File: config.mk
export PLATFORM = sky130hd
export DESIGN_NAME = tx_gate_sched
export DESIGN_NICKNAME = d
export VERILOG_FILES = /design/src/rtl/tgs_pkg.sv /design/src/rtl/tgs_ctl_reg.sv /design/src/rtl/tgs_cmd_ram.sv /design/src/rtl/tgs_walker.sv /design/src/rtl/tx_gate_sched.sv
export SDC_FILE = /design/constraint.sdc
export NUM_CORES = 2
export LEC_CHECK = 0
export BUFFER_PORTS_ARGS = -buffer_cell sky130_fd_sc_hd__buf_2
export CAP_MARGIN = 25
export CORE_UTILIZATION = 40
export DETAILED_ROUTE_END_ITERATION = 12
export MAX_ROUTING_LAYER = met4
export SYNTH_ARGS = -nofsm -noshare
export SYNTH_HDL_FRONTEND = slang
export SYNTH_SLANG_ARGS = --single-unit
File: constraint.sdc
create_clock -name clk -period 6 [get_ports clk]
set_input_delay 1.2 -clock clk [delete_from_list [all_inputs] [get_ports clk]]
set_output_delay 1.2 -clock clk [all_outputs]
set_load 0.02 [all_outputs]
File: src/rtl/tgs_pkg.sv
package tgs_pkg;

  localparam int CNT_W  = 14;
  localparam int MASK_W = 8;
  localparam int CMD_W  = CNT_W + MASK_W;
  localparam int STAT_W = MASK_W + 3;

  // control write bit positions
  localparam int CTL_GLB  = 0;
  localparam int CTL_PORT = 1;
  localparam int CTL_BANK = 2;
  localparam int CTL_CLR  = 3;
  localparam int CTL_W    = 4;

  // status bit positions above the mask
  localparam int ST_CERR = MASK_W;
  localparam int ST_AERR = MASK_W + 1;
  localparam int ST_BANK = MASK_W + 2;

  // budget in the upper bits, mask in the lower bits
  typedef struct packed {
    logic [CNT_W-1:0]  budget;
    logic [MASK_W-1:0] allow;
  } gate_cmd_t;

  typedef enum logic [1:0] {
    WALK_IDLE = 2'd0,
    WALK_RUN  = 2'd1,
    WALK_HALT = 2'd2
  } walk_st_e;

endpackage

File: src/rtl/tgs_ctl_reg.sv
module tgs_ctl_reg
  import tgs_pkg::*;
(
  input  logic             clk,
  input  logic             rst_n,
  input  logic             we,
  input  logic [CTL_W-1:0] wdata,
  output logic             run_en,
  output logic             bank_sel,
  output logic             err_clr
);

  logic glb_q, port_q, bank_q;
  logic glb_d, port_d, bank_d;

  always_comb begin
    glb_d  = glb_q;
    port_d = port_q;
    bank_d = bank_q;
    if (we) begin
      glb_d  = wdata[CTL_GLB];
      port_d = wdata[CTL_PORT];
      bank_d = wdata[CTL_BANK];
    end
  end

  always_ff @(posedge clk or negedge rst_n) begin
    if (!rst_n) begin
      glb_q  <= 1'b0;
      port_q <= 1'b0;
      bank_q <= 1'b0;
    end else if (we) begin
      glb_q  <= glb_d;
      port_q <= port_d;
      bank_q <= bank_d;
    end
  end

  assign run_en   = glb_q & port_q;
  assign bank_sel = bank_q;
  assign err_clr  = we & wdata[CTL_CLR];

  a_r10_enable_needs_both: assert property (@(posedge clk) disable iff (!rst_n)
    we |=> (run_en == ($past(wdata[CTL_GLB]) & $past(wdata[CTL_PORT]))));

endmodule

File: src/rtl/tgs_cmd_ram.sv
module tgs_cmd_ram
  import tgs_pkg::*;
#(
  parameter int ENTRIES = 64,
  localparam int IDX_W  = $clog2(ENTRIES)
) (
  input  logic             clk,
  input  logic             wr_en,
  input  logic             wr_bank,
  input  logic [IDX_W-1:0] wr_idx,
  input  gate_cmd_t        wr_cmd,
  input  logic             rd_bank,
  input  logic [IDX_W-1:0] rd_idx,
  output gate_cmd_t        rd_cmd
);

  localparam int BANKS = 2;

  gate_cmd_t bank_rd [BANKS];

  for (genvar b = 0; b < BANKS; b++) begin : g_bank
    gate_cmd_t mem [ENTRIES];
    logic      bank_we;

    assign bank_we = wr_en && (wr_bank == b[0]);

    always_ff @(posedge clk) begin
      if (bank_we) begin
        mem[wr_idx] <= wr_cmd;
      end
    end

    assign bank_rd[b] = mem[rd_idx];
  end

  assign rd_cmd = rd_bank ? bank_rd[1] : bank_rd[0];

endmodule

File: src/rtl/tgs_walker.sv
module tgs_walker
  import tgs_pkg::*;
#(
  parameter int ENTRIES = 64,
  localparam int IDX_W  = $clog2(ENTRIES),
  localparam int USED_W = CNT_W + 1,
  localparam logic [IDX_W-1:0] LAST = IDX_W'(ENTRIES - 1)
) (
  input  logic             clk,
  input  logic             rst_n,
  input  logic             run_en,
  input  logic             cycle_start,
  input  logic             tx_unit,
  input  logic             low_speed,
  input  logic             bank_sel,
  input  logic             err_clr,
  input  gate_cmd_t        cur_cmd,
  output logic             act_bank,
  output logic [IDX_W-1:0] ptr,
  output logic             gate_live,
  output logic             cnt_err,
  output logic             addr_err
);

  walk_st_e         st_q, st_d;
  logic [IDX_W-1:0] ptr_q, ptr_d;
  logic [USED_W-1:0] used_q, used_d;
  logic             bank_q, bank_d;
  logic             cerr_q, cerr_d;
  logic             aerr_q, aerr_d;

  logic [USED_W-1:0] step;
  logic [USED_W-1:0] sum;
  logic              zero_cmd;
  logic              cmd_done;
  logic              list_over;
  logic              restart;

  assign step      = low_speed ? USED_W'(2) : USED_W'(1);
  assign sum       = used_q + step;
  assign zero_cmd  = (cur_cmd.budget == '0);
  assign cmd_done  = !zero_cmd && (sum >= {1'b0, cur_cmd.budget});
  assign list_over = (st_q == WALK_HALT) || zero_cmd;
  assign restart   = run_en && cycle_start;

  always_comb begin
    st_d   = st_q;
    ptr_d  = ptr_q;
    used_d = used_q;
    bank_d = bank_q;
    cerr_d = cerr_q & ~err_clr;
    aerr_d = aerr_q & ~err_clr;
    if (!run_en) begin
      st_d   = WALK_IDLE;
      ptr_d  = '0;
      used_d = '0;
    end else if (cycle_start) begin
      if (st_q == WALK_RUN && !list_over) begin
        cerr_d = 1'b1;
      end
      st_d   = WALK_RUN;
      ptr_d  = '0;
      used_d = '0;
      bank_d = bank_sel;
    end else if (st_q == WALK_RUN && tx_unit && !zero_cmd) begin
      if (cmd_done) begin
        used_d = '0;
        if (ptr_q == LAST) begin
          st_d   = WALK_HALT;
          aerr_d = 1'b1;
        end else begin
          ptr_d = ptr_q + 1'b1;
        end
      end else begin
        used_d = sum;
      end
    end
  end

  always_ff @(posedge clk or negedge rst_n) begin
    if (!rst_n) begin
      st_q   <= WALK_IDLE;
      ptr_q  <= '0;
      used_q <= '0;
      bank_q <= 1'b0;
      cerr_q <= 1'b0;
      aerr_q <= 1'b0;
    end else begin
      st_q   <= st_d;
      ptr_q  <= ptr_d;
      used_q <= used_d;
      cerr_q <= cerr_d;
      aerr_q <= aerr_d;
      if (restart) begin
        bank_q <= bank_d;
      end
    end
  end

  assign act_bank  = bank_q;
  assign ptr       = ptr_q;
  assign gate_live = (st_q != WALK_IDLE);
  assign cnt_err   = cerr_q;
  assign addr_err  = aerr_q;

  a_r5_restart_at_zero: assert property (@(posedge clk) disable iff (!rst_n)
    restart |=> (ptr == '0) && gate_live);

  a_r6_bank_from_select: assert property (@(posedge clk) disable iff (!rst_n)
    restart |=> (act_bank == $past(bank_sel)));

  a_r6_bank_swap_only_at_start: assert property (@(posedge clk) disable iff (!rst_n)
    !restart |=> $stable(act_bank));

  a_r9_idle_when_off: assert property (@(posedge clk) disable iff (!rst_n)
    !run_en |=> !gate_live);

  a_r7_count_error_sticky: assert property (@(posedge clk) disable iff (!rst_n)
    cnt_err && !err_clr |=> cnt_err);

  a_r8_halt_holds_entry: assert property (@(posedge clk) disable iff (!rst_n)
    (st_q == WALK_HALT) && run_en && !cycle_start |=> (st_q == WALK_HALT) && $stable(ptr));

  a_r4_zero_budget_holds: assert property (@(posedge clk) disable iff (!rst_n)
    (st_q == WALK_RUN) && zero_cmd && run_en && !cycle_start |=> $stable(ptr));

endmodule

File: src/rtl/tx_gate_sched.sv
module tx_gate_sched
  import tgs_pkg::*;
#(
  parameter int ENTRIES = 64,
  localparam int IDX_W  = $clog2(ENTRIES)
) (
  input  logic              clk,
  input  logic              rst_n,
  input  logic              ctl_we,
  input  logic [CTL_W-1:0]  ctl_wdata,
  input  logic              ram_we,
  input  logic [IDX_W:0]    ram_addr,
  input  logic [CMD_W-1:0]  ram_wdata,
  input  logic              cycle_start,
  input  logic              tx_unit,
  input  logic              low_speed,
  output logic [MASK_W-1:0] gate_mask,
  output logic [STAT_W-1:0] status
);

  // asynchronous assert, synchronous release
  logic [1:0] rst_sync;
  logic       rst_ni;

  always_ff @(posedge clk or negedge rst_n) begin
    if (!rst_n) begin
      rst_sync <= 2'b00;
    end else begin
      rst_sync <= {rst_sync[0], 1'b1};
    end
  end
  assign rst_ni = rst_sync[1];

  logic             run_en, bank_sel, err_clr;
  logic             act_bank, gate_live, cnt_err, addr_err;
  logic [IDX_W-1:0] ptr;
  gate_cmd_t        cur_cmd;

  tgs_ctl_reg u_ctl (
    .clk      (clk),
    .rst_n    (rst_ni),
    .we       (ctl_we),
    .wdata    (ctl_wdata),
    .run_en   (run_en),
    .bank_sel (bank_sel),
    .err_clr  (err_clr)
  );

  tgs_cmd_ram #(.ENTRIES(ENTRIES)) u_ram (
    .clk     (clk),
    .wr_en   (ram_we),
    .wr_bank (ram_addr[IDX_W]),
    .wr_idx  (ram_addr[IDX_W-1:0]),
    .wr_cmd  (gate_cmd_t'(ram_wdata)),
    .rd_bank (act_bank),
    .rd_idx  (ptr),
    .rd_cmd  (cur_cmd)
  );

  tgs_walker #(.ENTRIES(ENTRIES)) u_walk (
    .clk         (clk),
    .rst_n       (rst_ni),
    .run_en      (run_en),
    .cycle_start (cycle_start),
    .tx_unit     (tx_unit),
    .low_speed   (low_speed),
    .bank_sel    (bank_sel),
    .err_clr     (err_clr),
    .cur_cmd     (cur_cmd),
    .act_bank    (act_bank),
    .ptr         (ptr),
    .gate_live   (gate_live),
    .cnt_err     (cnt_err),
    .addr_err    (addr_err)
  );

  assign gate_mask = gate_live ? cur_cmd.allow : '1;
  assign status    = {act_bank, addr_err, cnt_err, gate_mask};

  a_r9_open_when_disabled: assert property (@(posedge clk) disable iff (!rst_ni)
    !run_en |=> (gate_mask == '1));

endmodule

Yosys cells after proc, flatten, opt, wreduce, memory -nomap -nowiden --
Memory sizes are Yosys's and may differ from the RTL's. Cells that the tools add are included.
Storage, ports and cells: register bits after elaboration 31, bits in writable memories 2816, input bits 40, output and inout bits 19, word-level logic and storage cells 72, memories 2
Cells by class: $add $sub $neg 2, $lt $le $gt $ge 1, eq/ne operators 7, muxes and demuxes 29, bitwise operators 6, reductions and logical operators 15
Memories:
- u_ram.g_bank[0].mem | depth 64, bits a word 22, rd ports 1, clocked after memory_dff 0, write ports 1, line tgs_cmd_ram.sv:22 | gate_cmd_t mem [ENTRIES];
- u_ram.g_bank[1].mem | depth 64, bits a word 22, rd ports 1, clocked after memory_dff 0, write ports 1, line tgs_cmd_ram.sv:22
Operators by type and width (number):
- $mux W15 | 4
- $mux W6 | 5
- $mux W22 | 1
- $add A15 B15 Y15 | 1
- $ge A15 B14 Y1 | 1
- $logic_not A14 Y1 | 1
- $mux W1 | 12
- $mux W2 | 6
- $ne A3 B3 Y1 const B | 4
- $reduce_and A3 Y1 | 3
- $mux W8 | 1
- $logic_and A1 B1 Y1 | 7
- $add A6 B1 Y6 const B | 1
- $eq A6 B6 Y1 const B | 1
- $and A1 B1 Y1 | 4
- $eq A2 B1 Y1 const B | 1
- $eq A2 B2 Y1 const B | 1
- $logic_not A1 Y1 | 2
- $not A1 Y1 | 2
- $reduce_bool A2 Y1 | 1
- $logic_or A1 B1 Y1 | 1

Logic depth before layout (Yosys ltp) --
An unclocked memory read counts as a cell.
depth after elaboration 9, mapped depth 25, depth with buffers taken out 18

Hierarchy --
From an unflattened synthesis, not the netlist that was laid out.
Second synthesis, totals: cell total of the unflattened synthesis 4420, area total of the unflattened synthesis 109491.3 µm²
Modules (own cells, without submodules):
- tgs_cmd_ram | times used 1, cells an instance 4160, area each 107249.1 µm², seq. area each 84561.1 µm²
- tgs_walker | times used 1, cells an instance 230, area each 1933.1 µm², seq. area each 650.6 µm²
- tx_gate_sched | times used 1, cells an instance 22, area each 186.4 µm², seq. area each 50.0 µm²
- tgs_ctl_reg | times used 1, cells an instance 8, area each 122.6 µm², seq. area each 75.1 µm²

Worst setup path before layout --
OpenSTA, ideal clock, no wires.
path type register -> output, start point register u_walk.ptr_q[0], in the netlist u_walk.ptr[0], end point output status[0], arrival 3903 ps, required time 4800 ps, path slack 897 ps, cell stages (with the launch flop) 15, buffers on the path 9, path through dfrtp_1 buf_6 buf_12 buf_12 buf_8 buf_6 buf_8 buf_6 clkbuf_1 mux4_2 mux4_2 mux4_2 nand2_1 nand3_1 buf_4
Between the ends: cells in the longest elaborated chain, start to end 3, elaborated cells between the ends (all ways) 4, those cells by class mux: 2; memory: 2
RTL lines:
- start: declaration | line tgs_walker.sv:26 | logic [IDX_W-1:0] ptr_q, ptr_d;
- start signal: assignment | line tgs_walker.sv:90 | ptr_q <= ptr_d;
- $mem_v2 Z64 W22
- $mux W22 * | line tgs_cmd_ram.sv:36 | assign rd_cmd = rd_bank ? bank_rd[1] : bank_rd[0];
- $mux W8 * | line tx_gate_sched.sv:77 | assign gate_mask = gate_live ? cur_cmd.allow : '1;
- end: declaration | line tx_gate_sched.sv:18 | output logic [STAT_W-1:0] status
Mark *: on every way between the ends. The rest lies on a longest branch, timed or not.

Worst setup path after layout --
start point register u_walk.ptr_q[0], in the netlist u_walk.ptr[0], end point output gate_mask[4]
Between the ends: cells in the longest elaborated chain, start to end 3, elaborated cells between the ends (all ways) 4, those cells by class mux: 2; memory: 2
RTL lines:
- $mem_v2 Z64 W22
- $mux W22 * | line tgs_cmd_ram.sv:36
- $mux W8 * | line tx_gate_sched.sv:77
- end: declaration | line tx_gate_sched.sv:17 | output logic [MASK_W-1:0] gate_mask,
Marked as above.

==> flow_summary.ini <==
[outcome]
status = complete, no violations

[clocking]
path_clk_slew_ns = 0.06
clock_path_buffers = 4
cts_tree = built
insertion_delay_ns = 0.87
h-tree-depth = 5
cts_buffers = 302
clock_sinks = 2847
cts-root-buf = clkbuf_16
postCtsHoldBufs = 0

[synth]
synth_adder_area_share_pct = 0.2103
synth.ff_latch_count = 2847
synth_fp_nets = 5030
netlist_instances = 4972
syn_area_um2 = 110600
async_reset_ff_share_pct = 1.089
yosysSeqAreaShare_pct = 77.13
avgSynthCellArea_um2 = 22.25
synth_top_family_by_area = multiplexers
yosysUniqueCellTypes = 94
synth-xor-area-share_pct = 0.09499
muxShareOfSynthArea_pct = 16.40
yosysWarningCount = 0
synthFlopType = edfxtp_1
synth-simple-area-share_pct = 1.800
synth-edff-count = 2816
synth-compound-area-share_pct = 2.630

[setup_path]
crit_fanout = 29
r2r_cells = 19
worstPathArrival_ns = 4.71
cp.required_ns = 4.80
worst_setup_path_end_kind = output pin
r2r_end = u_walk.used_q[2]$_DFFE_PN0P_
ff2ff_setup_slack_ns = 0.33
startpoint_type = register
critPathKind = register to output pin
reg2reg_from = u_walk.ptr[0]$_DFFE_PN0P_

[finish]
drive_gt1_share_pct = 29.73
syn_to_final_growth_pct = 14.49
fin_nets = 5411
layout_common_cells = 2816 x edfxtp_1, 665 x mux4_2, 308 x clkbuf_16, 285 x buf_4, 210 x mux2i_1
final_common_cell = edfxtp_1
n_fill_cell = 22760

[die]
dieArea_um2 = 278700
die_y_um = 527.9
core_um2 = 274300
initial_utilization_pct = 40.33
io_pins = 59
rows = 192
die_w_um = 527.9

[detailed_routing]
vias = 54470
drc_errors = 0
topRoutingLayerUsed = met4
ant_nets = 0
wl_met3_um = 26450
met1_length_um = 125700
firstDrtPassIters = 5
detail_route.wl_per_cell_um = 32.92
met2RoutedLength_um = 143700
totalWireLength_um = 305400
viasPerCell = 5.872
detail_route.iter0.violations = 7278

[place]
routabilityCongestion = 0.9169
hpwl_um = 182900
io_buffers = 58

[global_routing]
grt_pass1_vias = 54270
grt_use_total_pct = 22.38
grt_start_max_net_pins = 87
antenna_found_initial = 29
grt_pass1_wl_um = 426500
grt_overflow = 0

[run]
maxCapViolations = 0

[timing]
tns_ns = 0
period_needed_ns = 5.912
post-route-period-util_pct = 98.54
relSlewSlack_pct = 27.30
setup-violations-final = 0
worst_slew_pin_slew_ns = 1.088
finClkSkew_ns = 0.05240
rsz0062_at_grt = false
slew_viol_final = 0
max_freq_mhz = 169.1
hold_violations = 0

[power_and_ir_drop]
peakVddDrop_mv = 0.2843
total_power_uw = 41080
powerDensity_nw_per_um2 = 324.3
power_leakage_uw = 0.03835

[hold_path]
hold_class = input pin to asynchronous set/reset pin
[per-stage QoR]
step	std cells	worst slack, ns	util [%]	hold WS, ns	instance area (µm²)
after global routing	9272	0.04939	46.17	0.1294	126700
final	9276	0.08752	46.18	0.1584	126700
after CTS	9257	0.03928	46.14	0.1038	126600
after global placement	8729	0.3057	42.65	0.2976	117000
after detailed placement	8730	0.4211	42.66	0.2955	117000
after floorplan	4972	0.8971	-	0.3312	110600
[Yosys cell counts (7+ instances only)]
cell	instances	share of area, %
xnor2_1	7	0.055
nand3_1	35	0.16
dfrtp_1	31	0.70
buf_6	29	0.30
a31oi_1	21	0.12
nor2b_1	11	0.062
o21ai_0	53	0.24
nand4_1	10	0.057
mux4_1	23	0.55
ha_1	17	0.19
o221ai_1	32	0.25
mux2_2	40	0.41
and3_1	10	0.057
o22ai_1	25	0.14
mux2i_1	210	1.9
a211o_1	7	0.055
a221oi_1	32	0.25
edfxtp_1	2816	76
inv_1	9	0.031
o211ai_1	8	0.054
a2111oi_0	7	0.055
nand2_1	158	0.54
a211oi_1	18	0.12
nor2_1	162	0.55
a22oi_1	56	0.38
buf_12	8	0.14
o21ai_1	7	0.032
mux4_2	665	14
a21oi_1	71	0.32
buf_4	47	0.32
buf_1	20	0.068
a221o_1	7	0.063
clkbuf_1	90	0.31
buf_8	13	0.18
nand3b_1	8	0.054
a22o_1	12	0.095
nor3_1	10	0.045
buf_2	80	0.36
nand2b_1	12	0.068
[worst max-delay path: stages, from the launching register on]
cell	delay, ns
dfrtp_4	0.60
buf_12	0.29
buf_4	0.30
mux4_2	0.53
mux4_2	0.64
mux4_2	0.61
nand2_2	0.31
nand3_1	0.26
buf_2	0.25
[flip-flops by register name, indices dropped and copies added (netlist names), 2 cells and up]
signal and flops:
u_ram.g_bank.mem 2816, u_walk.used_q 15, u_walk.ptr 6, rst_sync 2, u_walk.st_q 2
[layer usage]
layer  global-route usage [%]  up-vias
met1                    30.81    29460
met5                        -        -
li1                         -    21890
met3                    4.186      478
met2                    34.00     2649
met4                    6.612        0
[how the worst max path moves through the flow]
stage / endpoint / slack (ns) / cells after the start / start
global placement: u_walk.ptr[5]$_DFFE_PN0P_ / 0.31 / 20 / u_walk.ptr[0]$_DFFE_PN0P_
global route: status[7] / 0.05 / 8 / u_walk.ptr[0]$_DFFE_PN0P_
finish: gate_mask[4] / 0.09 / 8 / u_walk.ptr[0]$_DFFE_PN0P_
detailed placement: u_walk.used_q[2]$_DFFE_PN0P_ / 0.42 / 18 / u_walk.ptr[0]$_DFFE_PN0P_
floorplan: status[0] / 0.90 / 14 / u_walk.ptr[0]$_DFFE_PN0P_
CTS: status[1] / 0.04 / 10 / u_walk.ptr[0]$_DFFE_PN0P_
[report_power, final]
part           switching [µW]  internal [µW]
registers                34.1          21900
logic                     694            146
clock network            7550          10700
[repair_timing]
item,in CTS,in global routing
resized for setup,9,1
gates cloned,0,1
buffers inserted,4,0
endpoints found under the setup margin,16,9
[cell type report]
type / count / area (µm²) / area share (%)
flip-flops and latches: 2847 / 85360 / 67.38
clock inverters: 149 / 1555 / 1.228
diodes: 17 / 42.54 / 0.03358
repair buffers: 367 / 3252 / 2.567
well taps: 3686 / 4612 / 3.641
clock buffers: 375 / 7938 / 6.266
inverters: 11 / 50.05 / 0.03951
multi-input cells: 1824 / 23880 / 18.85
[cell families (layout without fill, tap and decap cells)]
group | after synthesis | count (layout)
flip-flops | 2847 | 2847
multiplexers | 939 | 939
AND/OR/NAND/NOR | 445 | 445
AO/OA/AOI/OAI | 409 | 409
buffers and inverters | 301 | 902
adder cells (fa/ha/maj) | 18 | 18
XOR/XNOR | 12 | 12
other | 1 | 18
No activity file was read; power rests on OpenSTA's default activity.
